File: src/rtl/useg_pkg.sv
package useg_pkg;
  localparam int DIGIT_W = 4;
  localparam int SEG_W   = 7;

  typedef logic [SEG_W-1:0]   seg_t;
  typedef logic [DIGIT_W-1:0] digit_t;

  // Lit pattern, bit 0 = segment a ... bit 6 = segment g; codes above 9 dark
  function automatic seg_t digit_to_lit(input digit_t d);
    seg_t r;
    case (d)
      4'd0:    r = 7'h3F;
      4'd1:    r = 7'h06;
      4'd2:    r = 7'h5B;
      4'd3:    r = 7'h4F;
      4'd4:    r = 7'h66;
      4'd5:    r = 7'h6D;
      4'd6:    r = 7'h7D;
      4'd7:    r = 7'h07;
      4'd8:    r = 7'h7F;
      4'd9:    r = 7'h6F;
      default: r = 7'h00;
    endcase
    return r;
  endfunction
endpackage

File: src/rtl/useg_hold_reg.sv
module useg_hold_reg #(
  parameter int W = 4
) (
  input  logic         clk,
  input  logic         rst_n,
  input  logic         load,
  input  logic [W-1:0] d,
  output logic [W-1:0] q
);
  logic [W-1:0] q_nxt;

  always_comb begin
    q_nxt = q;
    if (load) q_nxt = d;
  end

  always_ff @(posedge clk or negedge rst_n) begin
    if (!rst_n) q <= '0;
    else        q <= q_nxt;
  end
endmodule

File: src/rtl/useg_phase_gen.sv
module useg_phase_gen #(
  parameter int HALF_PERIOD = 1250000
) (
  input  logic clk,
  input  logic rst_n,
  output logic phase
);
  localparam int CW = (HALF_PERIOD > 1) ? $clog2(HALF_PERIOD) : 1;
  localparam logic [CW-1:0] LAST = CW'(HALF_PERIOD - 1);

  logic [CW-1:0] cnt_q, cnt_nxt;
  logic          ph_nxt;
  logic          wrap;

  always_comb begin
    wrap    = (cnt_q == LAST);
    cnt_nxt = wrap ? '0 : cnt_q + 1'b1;
    ph_nxt  = wrap ? ~phase : phase;
  end

  always_ff @(posedge clk or negedge rst_n) begin
    if (!rst_n) begin
      cnt_q <= '0;
      phase <= 1'b0;
    end else begin
      cnt_q <= cnt_nxt;
      phase <= ph_nxt;
    end
  end
endmodule

File: src/rtl/useg_out_stage.sv
module useg_out_stage
  import useg_pkg::*;
(
  input  digit_t code,
  input  logic   blank,
  input  logic   phase,
  output seg_t   seg
);
  seg_t lit;

  always_comb begin
    lit = blank ? '0 : digit_to_lit(code);
  end

  for (genvar i = 0; i < SEG_W; i++) begin : g_pol
    assign seg[i] = lit[i] ^ phase;
  end
endmodule

File: src/rtl/uni_seg_decoder.sv
module uni_seg_decoder
  import useg_pkg::*;
#(
  parameter bit INT_PHASE   = 1'b0,
  parameter int HALF_PERIOD = 1250000
) (
  input  logic         clk,
  input  logic         rst_n,
  input  logic [3:0]   digit_in,
  input  logic         hold_n,
  input  logic         phase_in,
  input  logic         blank_in,
  output logic [6:0]   seg_out,
  output logic         bplane_out
);
  digit_t held_q;
  logic   pol;

  useg_hold_reg #(.W(DIGIT_W)) u_hold (
    .clk  (clk),
    .rst_n(rst_n),
    .load (hold_n),
    .d    (digit_in),
    .q    (held_q)
  );

  if (INT_PHASE) begin : g_int_phase
    useg_phase_gen #(.HALF_PERIOD(HALF_PERIOD)) u_pgen (
      .clk  (clk),
      .rst_n(rst_n),
      .phase(pol)
    );
  end else begin : g_ext_phase
    assign pol = phase_in;
  end

  useg_out_stage u_out (
    .code (held_q),
    .blank(blank_in),
    .phase(pol),
    .seg  (seg_out)
  );

  assign bplane_out = pol;
endmodule

File: config.mk
export PLATFORM = sky130hd
export DESIGN_NAME = uni_seg_decoder
export DESIGN_NICKNAME = d
export VERILOG_FILES = /design/src/rtl/useg_pkg.sv /design/src/rtl/useg_hold_reg.sv /design/src/rtl/useg_phase_gen.sv /design/src/rtl/useg_out_stage.sv /design/src/rtl/uni_seg_decoder.sv
export SDC_FILE = /design/constraint.sdc
export NUM_CORES = 1
export LEC_CHECK = 0
export ABC_AREA = 1
export BUFFER_PORTS_ARGS = -buffer_cell sky130_fd_sc_hd__clkbuf_2
export CAP_MARGIN = 30
export CORE_AREA = 5 5 42 44
export DETAILED_ROUTE_END_ITERATION = 8
export DIE_AREA = 0 0 47 49
export SYNTH_ARGS = -nofsm -noshare
export SYNTH_HDL_FRONTEND = slang
export SYNTH_SLANG_ARGS = --single-unit
File: constraint.sdc
create_clock -name clk -period 1.3 [get_ports clk]
set_input_delay 0.13 -clock clk [delete_from_list [all_inputs] [get_ports clk]]
set_output_delay 0.13 -clock clk [all_outputs]
set_load 0.01 [all_outputs]
---- Word-level counts from Yosys, hierarchy flattened ----
Memories as Yosys holds them, arrays and structs flattened.
Index checks and enable logic that the tools add are counted.
operators by class
  add/sub/neg operators ................... 0
  multiply operators ...................... 0
  divide/modulo/power cells ............... 0
  $lt $le $gt $ge ......................... 0
  eq/ne operators ......................... 0
  shift-type cells ........................ 0
  mux-type cells .......................... 1
  bitwise operators ....................... 7
  reductions and logical operators ........ 0
operators by type and width
  kind         count
  $mux 7       1
  $xor 1x1->1  7
storage, ports and cells
  register bits ........................... 4
  bits in latches ......................... 0
  bits in writable memories ............... 0
  memory bits (read-only) ................. 112
  input port bits ......................... 9
  output and inout bits ................... 8
  logic and storage cells ................. 10
  memories ................................ 1
memories
  memory           words  width  rd ports  clocked after Yosys merged registers in  wr ports  line            source
  (no name shown)  16     7      1         0                                        0         useg_pkg.sv:11  case (d)

---- Longest topological paths before layout ----
Gate-level depths: netlist (run 1).
An unclocked memory read counts as a cell.
  depth in word-level cells ............... 3
  mapped depth ............................ 8
  depth with buffers taken out ............ 8

---- Hierarchy ----
Synthesis (run 1) repeated with hierarchy kept, for this count alone.
second synthesis, totals
  cells, all modules ...................... 75
  area total of the unflattened synthesis .. 442.9 um^2
by module, submodules not included
  module           times used  cells an instance  area an instance (um^2)  sequential area each (um^2)
  useg_out_stage   1           57                 286.5                    0.0
  useg_hold_reg    1           17                 148.9                    100.1
  uni_seg_decoder  1           1                  7.5                      0.0

---- Worst setup path after synthesis (run 1) ----
No wires, ideal clock.
  path type ............................... reg2out
  from .................................... reg u_hold.q[1]
  to ...................................... out seg_out[3]
  data arrival time ....................... 1.108 ns
  required time ........................... 1.170 ns
  slack ................................... 0.062 ns
  stages on the path, launching flop included .. 8
  path buffers ............................ 0
  cell sequence ........................... dfrtp_1 inv_1 ha_1 nand2_1 nand3_1 nand2_1 nand2_1 nand2_1
on the way
  word-level cells in the longest chain between the ends .. 3
ends and longest elaborated chain
  element                 line                   source
  from (decl)             useg_hold_reg.sv:8     output logic [W-1:0] q
  from (signal assigned)  useg_hold_reg.sv:19    else q <= q_nxt;
  $mem_v2 16x7            --
  $mux 7                  useg_out_stage.sv:12   lit = blank ? '0 : digit_to_lit(code);
  $xor 1x1->1             useg_out_stage.sv:16   assign seg[i] = lit[i] ^ phase;
  to (decl)               uni_seg_decoder.sv:13  output logic [6:0] seg_out,
No other way between the ends.

---- Final worst setup path (run 1) ----
  from .................................... reg u_hold.q[1]
  to ...................................... out seg_out[1]
The elaborated chain is that of the path after synthesis.

==> metrics.md, run 1 <==
| Metric | Value |
|---|---|
| Status | complete, but fails checks |
| Failing checks | negative setup slack |
| Detailed router's first-iteration violation count | 1 |
| Final WS setup | -227 ps |
| Placed insts | 105 |
| Placed inst area | 548 um^2 |
| Share of layout cells above drive strength 1 | between 40 and 50% |
| Die area | 2300 um^2 |
| Leak | 0.364 nW |
| GRT overflow | 0 |
| Cells after synthesis | 70 |
| DP HPWL | 757 um |
| ANT nets after route | 0 |
| Fmax | around 650 MHz |
| Fin cells | 109 |
| RSZ-0062 raised after global routing | yes |
| Largest register FFs | 4 |
| Largest stage delay, worst path | 380 ps |
| Syn nets | 84 |
| CTS root buf | clkbuf_4 |
| Final GP Congestion | 0.757 |
| Max Clock Skew | 0 ps |
| Hold_ws | just over 100 ps |
| Max cap viols | 0 |
| Via count | 477 |
| Pwr dens | 840 nW/um^2 |
| Via density | 4.38 |
| Critical path type | reg -> out |
| Crit path max fanout | 12 |
| Overall power | about 0.00054 W |
| Seq/Total Area, Yosys | 23.3% |
| Final Util | 46.3% |
| Post-Syn Area | 429 um^2 |
| Synth unique cells | 12 |
| Clock Path Buffers | 2 |
| Slew @ Worst Pin | around 220 ps |
| TritonCTS Sinks | 4 |
| Worst path cell trace | buf_6 > nor2_2 > nor2_1 > nor2_2 > buf_6 > nand2_1 > nand2_1 > nand2_1 > clkbuf_2 |
| Mux cell area share after synthesis | 0% |
| Synth Area in Simple Gates | between 40% and 50% |
| Fin. max-slew vios | 0 |
| Maximum vdd drop | 0.435 mV |
| Xor/xnor share of the synthesized area | slightly above 2% |
| Largest net degree at the start of global routing | 13 |
| CP Data Required Time | 1170 ps |
| FF+latch count, synth | 4 |
| CP endpoint kind | primary output |
| Slew HR | 85.4% |
| Layout Area Growth over Synthesis | 51.0% |
| Hold Crit Class | in -> reg |
| Number of port buffers | 16 |
| Routed WL | about 940 um |
| Synth Area in Adders | 14.6% |
| Initial antenna violation count | 0 |
| Core Footprint | between 1000 and 1500 um^2 |
| TritonCTS clock tree | built |
| Kind of start point of the critical path | flop |
| Most Frequent Cell on Critical Path | nand2_1 |
| Ant. Diodes | 0 |
| Die X | 47 um |
| Top reg by flops | u_hold.q |
| Row Count | 14 |
| I/O Pins | 17 |
| First drt pass iteration count | 4 |
| Wire length per cell | 8.65 um |
| Critical Path AT | 1400 ps |
| CP max stage cell | dfrtp_1 |
| Final hold violations | 0 |
| Syn avg cell area | 6.13 um^2 |
| Initial Utilization | 30.6% |
| Synth Area in Compound Gates | 4.66% |
| Clock latency on the worst-skew pair | 230 ps |
| Layout net count | 109 |
| Final instance area | 648 um^2 |
| First-pass GRT wire length | around 1.7 mm |
| Top Registers | u_hold.q: 4 flops |
| Yosys warns | 0 |
| Min cycle time layout | between 1500 and 2000 ps |
| All-Layer GR Usage | 9.59% |
| Clock-pin slew on the worst setup and hold paths | approximately 40 ps |
| Largest family of logic cells by synthesized area | simple AND/OR/NAND/NOR gates |
| Drc violations | 0 |
| CTS buffer count | 3 |
| DIE HEIGHT | 49 um |
| Endpoints failing setup | 7 |
| Vias in the first global route | 422 |
| H-tree Lvls | 1 |
| Period utilization | 117% |
==> layer usage <==
| metal | track usage (%) | vias up | routed length [um] |
|---|---|---|---|
| met3 | 1.11 | 0 | 73 |
| li1 | - | 262 | - |
| met5 | 0 | - | 0 |
| met1 | 10.8 | 201 | 380 |
| met4 | 5.53 | 0 | 0 |
| met2 | 16.3 | 14 | 489 |
==> synthesized netlist by cell type (all sizes together) <==
cell type / count / area [um^2]
inv: 9 / 33.8
ha: 5 / 62.6
o21ai: 4 / 20.0
nor2: 3 / 13.8
dfrtp: 4 / 100
xor2: 1 / 8.76
nand3: 11 / 55.1
nand2: 31 / 116
buf: 2 / 18.8
==> worst max-delay path, delay by kind of cell, from the launching register on <==
kind	cells	cell delay [ps]
buffers and inverters	3	390
DFF	1	380
and+or+nand+nor	6	390
==> area by class of cell <==
type	instances	area, um^2
Sequential cell	4	101
Timing Repair Buffer	22	139
Fill cell	158	753
Multi-Input combinational cell	55	332
Tap cell	16	20.0
Clock buffer	3	22.5
Inverter	9	33.8
==> stage by stage <==
| step | setup TNS (ps) | setup WS, ps |
|---|---|---|
| 2_1_floorplan | 0 | 62.3 |
| 4_1_cts | -1620 | -236 |
| 3_3_place_gp | -39.5 | -39.5 |
| 5_1_grt | -2340 | -355 |
| 3_5_place_dp | -70.8 | -62.9 |
| 6_report | -1530 | -227 |
==> cells in the final DEF (no fill, tap or decap) <==
cell type,netlist,routed
clkbuf_2,0,14
nor2_2,1,2
buf_4,1,2
nor2_1,2,1
inv_2,1,3
inv_1,8,6
nand2_4,0,1
nand2_1,31,28
nand2_2,0,2
clkbuf_4,0,3
nand3_1,11,7
buf_6,1,3
buf_2,0,2
dfrtp_2,0,1
xor2_1,1,1
dfrtp_1,4,3
o21ai_0,4,4
dlygate4sd3_1,0,1
ha_2,0,3
ha_4,0,1
nand3_2,0,4
ha_1,5,1
==> logic make-up after synthesis <==
group           count (synthesis)
compound gates                  4
xor+xnor                        1
fa+ha+maj                       5
buf+inv                        11
flops                           4
simple gates                   45
==> report_power, final <==
part	total (W)	switching [W]	internal, W
Sequential	0.000149	0.0000119	0.000137
Clock	0.000150	0.0000472	0.000103
Combinational	0.000245	0.000136	0.000109
==> path summary, 6_finish.rpt <==
kind	start	endpoint	slack [ps]	depth (start not counted)
min in group asynchronous	rst_n	u_hold.q[1]$_DFFE_PN0P_	230	2
worst min register to register	u_hold.q[3]$_DFFE_PN0P_	u_hold.q[3]$_DFFE_PN0P_	590	2
worst max-delay path	u_hold.q[1]$_DFFE_PN0P_	seg_out[1]	-230	9
worst min-delay path	digit_in[0]	u_hold.q[0]$_DFFE_PN0P_	100	3
max in group asynchronous	rst_n	u_hold.q[2]$_DFFE_PN0P_	930	2
worst max register to register	u_hold.q[2]$_DFFE_PN0P_	u_hold.q[2]$_DFFE_PN0P_	480	2
==> what timing repair did <==
action | 4_1_cts | 5_1_grt
resized for setup | 19 | 2
setup buffers | 0 | 0
hold buffers | 1 | 0
pin swaps | 3 | 0
hold endpoints to repair | 4 | 0
cloned | 0 | 0
endpoints found under the setup margin | 7 | 7
(Power assumes the default switching activity.)
==> inputs of run 2 (changes only) <==
==> constraint.sdc (replaced) <==
create_clock -name clk -period 1.55 [get_ports clk]
set_input_delay 0.155 -clock clk [delete_from_list [all_inputs] [get_ports clk]]
set_output_delay 0.155 -clock clk [all_outputs]
set_load 0.01 [all_outputs]
==> run 2 against run 1 <==
Effect of this change: the flow still finishes with violations (negative setup slack); global-route usage fell by 0.35 points; clock skew stayed put; flip-flop and latch count did not move; final cell count is the same; largest power group unchanged; highest routed layer unchanged.
==> metrics.md, run 2 (same netlist as run 1, synthesis figures left out) <==
| Metric | Value |
|---|---|
| Hold Path End | u_hold.q[0]$_DFFE_PN0P_ |
| Fmax | 624 MHz |
| RSZ-0062 raised after global routing | yes |
| Via count | 486 (+1.9%) |
| Status | complete, but fails checks |
| Period utilization | 103% |
| Final hold violations | 0 (unchanged) |
| Critical Path AT | 1450 ps (+50 ps) |
| Largest register FFs | 4 (unchanged) |
| Hold Crit Class | in -> reg |
| Initial antenna violation count | 0 (unchanged) |
| I/O Pins | 17 (unchanged) |
| R2r endpoint | u_hold.q[1]$_DFFE_PN0P_ |
| Max cap viols | 0 (unchanged) |
| Worst path cell trace | buf_4 > ha_2 > nand2_1 > nand2_1 > nand2_1 > xor2_1 > buf_2 |
| Detailed router's first-iteration violation count | 4 (+3) |
| Top reg by flops | u_hold.q |
| GRT overflow | 0 (unchanged) |
| WP buf/inv | 2 (-1) |
| ANT nets after route | 0 (unchanged) |
| DIE HEIGHT | 49 um (unchanged) |
| Wire length per cell | 10.2 um (+18%) |
| Most frequent cells in the layout | nand2_1 (27), clkbuf_2 (10), nand3_1 (8), buf_2 (6), inv_1 (5) |
| First-pass GRT wire length | 1.56 mm (-7.0%) |
| Final WS setup | -52.1 ps (+175 ps) |
| Die area | 2300 um^2 (unchanged) |
| Worst reg-to-reg setup slack | 710 ps (+230 ps) |
| Failing checks | negative setup slack |
| Core Footprint | 1400 um^2 (unchanged) |
| Overall power | 0.000473 W (-13%) |
| Initial Utilization | 30.6% (unchanged) |
| Crit path max fanout | 3 (-9) |
| Fin. max-slew vios | 0 (unchanged) |
| Clock-pin slew on the worst setup and hold paths | 40 ps (about the same) |
| TritonCTS clock tree | built |
| All-Layer GR Usage | 9.24% (-0.35 points) |
| Number of port buffers | 16 (unchanged) |
| Clock latency on the worst-skew pair | 230 ps (about the same) |
| CP endpoint kind | primary output |
| Layout Area Growth over Synthesis | 56.9% |
| Largest net degree at the start of global routing | 13 (unchanged) |
| Via density | 4.46 (+1.9%) |
| Share of layout cells above drive strength 1 | 46.2% (+2.2 points) |
| Layout net count | 109 (unchanged) |
| Ant. Diodes | 0 (unchanged) |
| Maximum vdd drop | 0.446 mV (+2.5%) |
| Pwr dens | 702 nW/um^2 (-16%) |
| Most common cell after layout, fill and taps aside | nand2_1 |
| Worst reg2reg path depth | 3 (+1) |
| Hold path cells | 3 (unchanged) |
| Final GP Congestion | 0.709 (-6.3%) |
| Endpoints failing setup | 5 (-2) |
| FILL cells | 145 (-8.2%) |
| Leak | 0.361 nW (-0.68%) |
| Drc violations | 0 (unchanged) |
| Kind of start point of the critical path | flop |
| CTS buffer count | 3 (unchanged) |
| Slew @ Worst Pin | 252 ps (+33.6 ps) |
| CP Data Required Time | 1390 ps (+220 ps) |
| Dpl ws | 90.1 ps (+153 ps) |
| Largest stage delay, worst path | 400 ps (+20 ps) |
| Row Count | 14 (unchanged) |
| Min cycle time layout | approximately 1600 ps |
| Routed WL | 1.12 mm (+18%) |
| CP top delay family | flip-flops |
| Critical path type | reg -> out |
| Most Frequent Cell on Critical Path | nand2_1 |
| H-tree Lvls | 1 (unchanged) |
| DP HPWL | 741 um (-2.0%) |
| First drt pass iteration count | 4 (unchanged) |
| Die X | 47 um (unchanged) |
| Worst R2R Start | u_hold.q[1]$_DFFE_PN0P_ |
| Clock Path Buffers | 2 (unchanged) |
| Vias in the first global route | 375 (-11%) |
| Max Clock Skew | 0 ps (unchanged) |
| HP Start | digit_in[0] |
| Top Registers | u_hold.q: 4 flops |
| CP max stage cell | dfrtp_1 |
| CTS root buf | clkbuf_4 |
| Slew HR | 83.2% (-2.2 points) |
| TritonCTS Sinks | 4 (unchanged) |
run 2: cell count changes in the layout (fill, tap and decap cells not counted), sizes merged:
cell	change
nor2	+1
buf	+3
clkbuf	-4
run 2: how the worst max path moves through the flow:
stage,from,end,depth (start not counted)
final,u_hold.q[1]$_DFFE_PN0P_,seg_out[4],7
after detailed placement,u_hold.q[1]$_DFFE_PN0P_,seg_out[3],8
after CTS,u_hold.q[1]$_DFFE_PN0P_,seg_out[4],7
after global routing,u_hold.q[1]$_DFFE_PN0P_,seg_out[4],7
after global placement,u_hold.q[1]$_DFFE_PN0P_,seg_out[3],8
after floorplan,u_hold.q[1]$_DFFE_PN0P_,seg_out[3],7
run 2: layout make-up:
class	instances	area (um^2)	area share, %
multi-input cells	56	365	54.3
repair buffers	21	124	18.4
flip-flops and latches	4	103	15.2
inverters	9	38.8	5.76
clock buffers	3	22.5	3.35
well taps	16	20.0	2.97
run 2: repair_timing:
item	CTS	global route
hold endpoints to repair	4	0
setup buffers	2	2
setup endpoints to repair	7	7
gates resized for setup	7	24
pin swaps	0	7
hold buffers	1	0
cloned	0	1
run 2: worst register-to-register path: cells and delay by family (launching register included):
family	cells	cell delay, ps
buffers and inverters	2	260
DFF	1	400
AOI/OAI and AO/OA	1	60
run 2: through the flow:
step | setup TNS, ps | area (um^2) | utilization (%) | std cells | hold WS, ps
3_5_place_dp | 0 | 510 | 36.4 | 100 | -33.7
2_1_floorplan | 0 | 429 | - | 70 | -141
5_1_grt | -658 | 673 | 48.0 | 109 | 140
3_3_place_gp | 0 | 510 | 36.4 | 100 | -33.5
6_report | -140 | 673 | 48.0 | 109 | 129
4_1_cts | -265 | 588 | 42.0 | 106 | 121
run 2: power by group:
group | internal, W | switching, W | leakage [nW]
Sequential | 0.000115 | 0.0000120 | 0.0463
Combinational | 0.0000919 | 0.000127 | 0.301
Clock | 0.0000865 | 0.0000403 | 0.0138
run 2: metal layers:
metal | vias to the layer above | GRT usage [%] | share of wire, %
li1 | 267 | - | -
met1 | 205 | 10.8 | 40
met2 | 14 | 14.5 | 53
met3 | 0 | 2.21 | 6.6
met4 | 0 | 5.53 | 0
met5 | - | 0 | 0
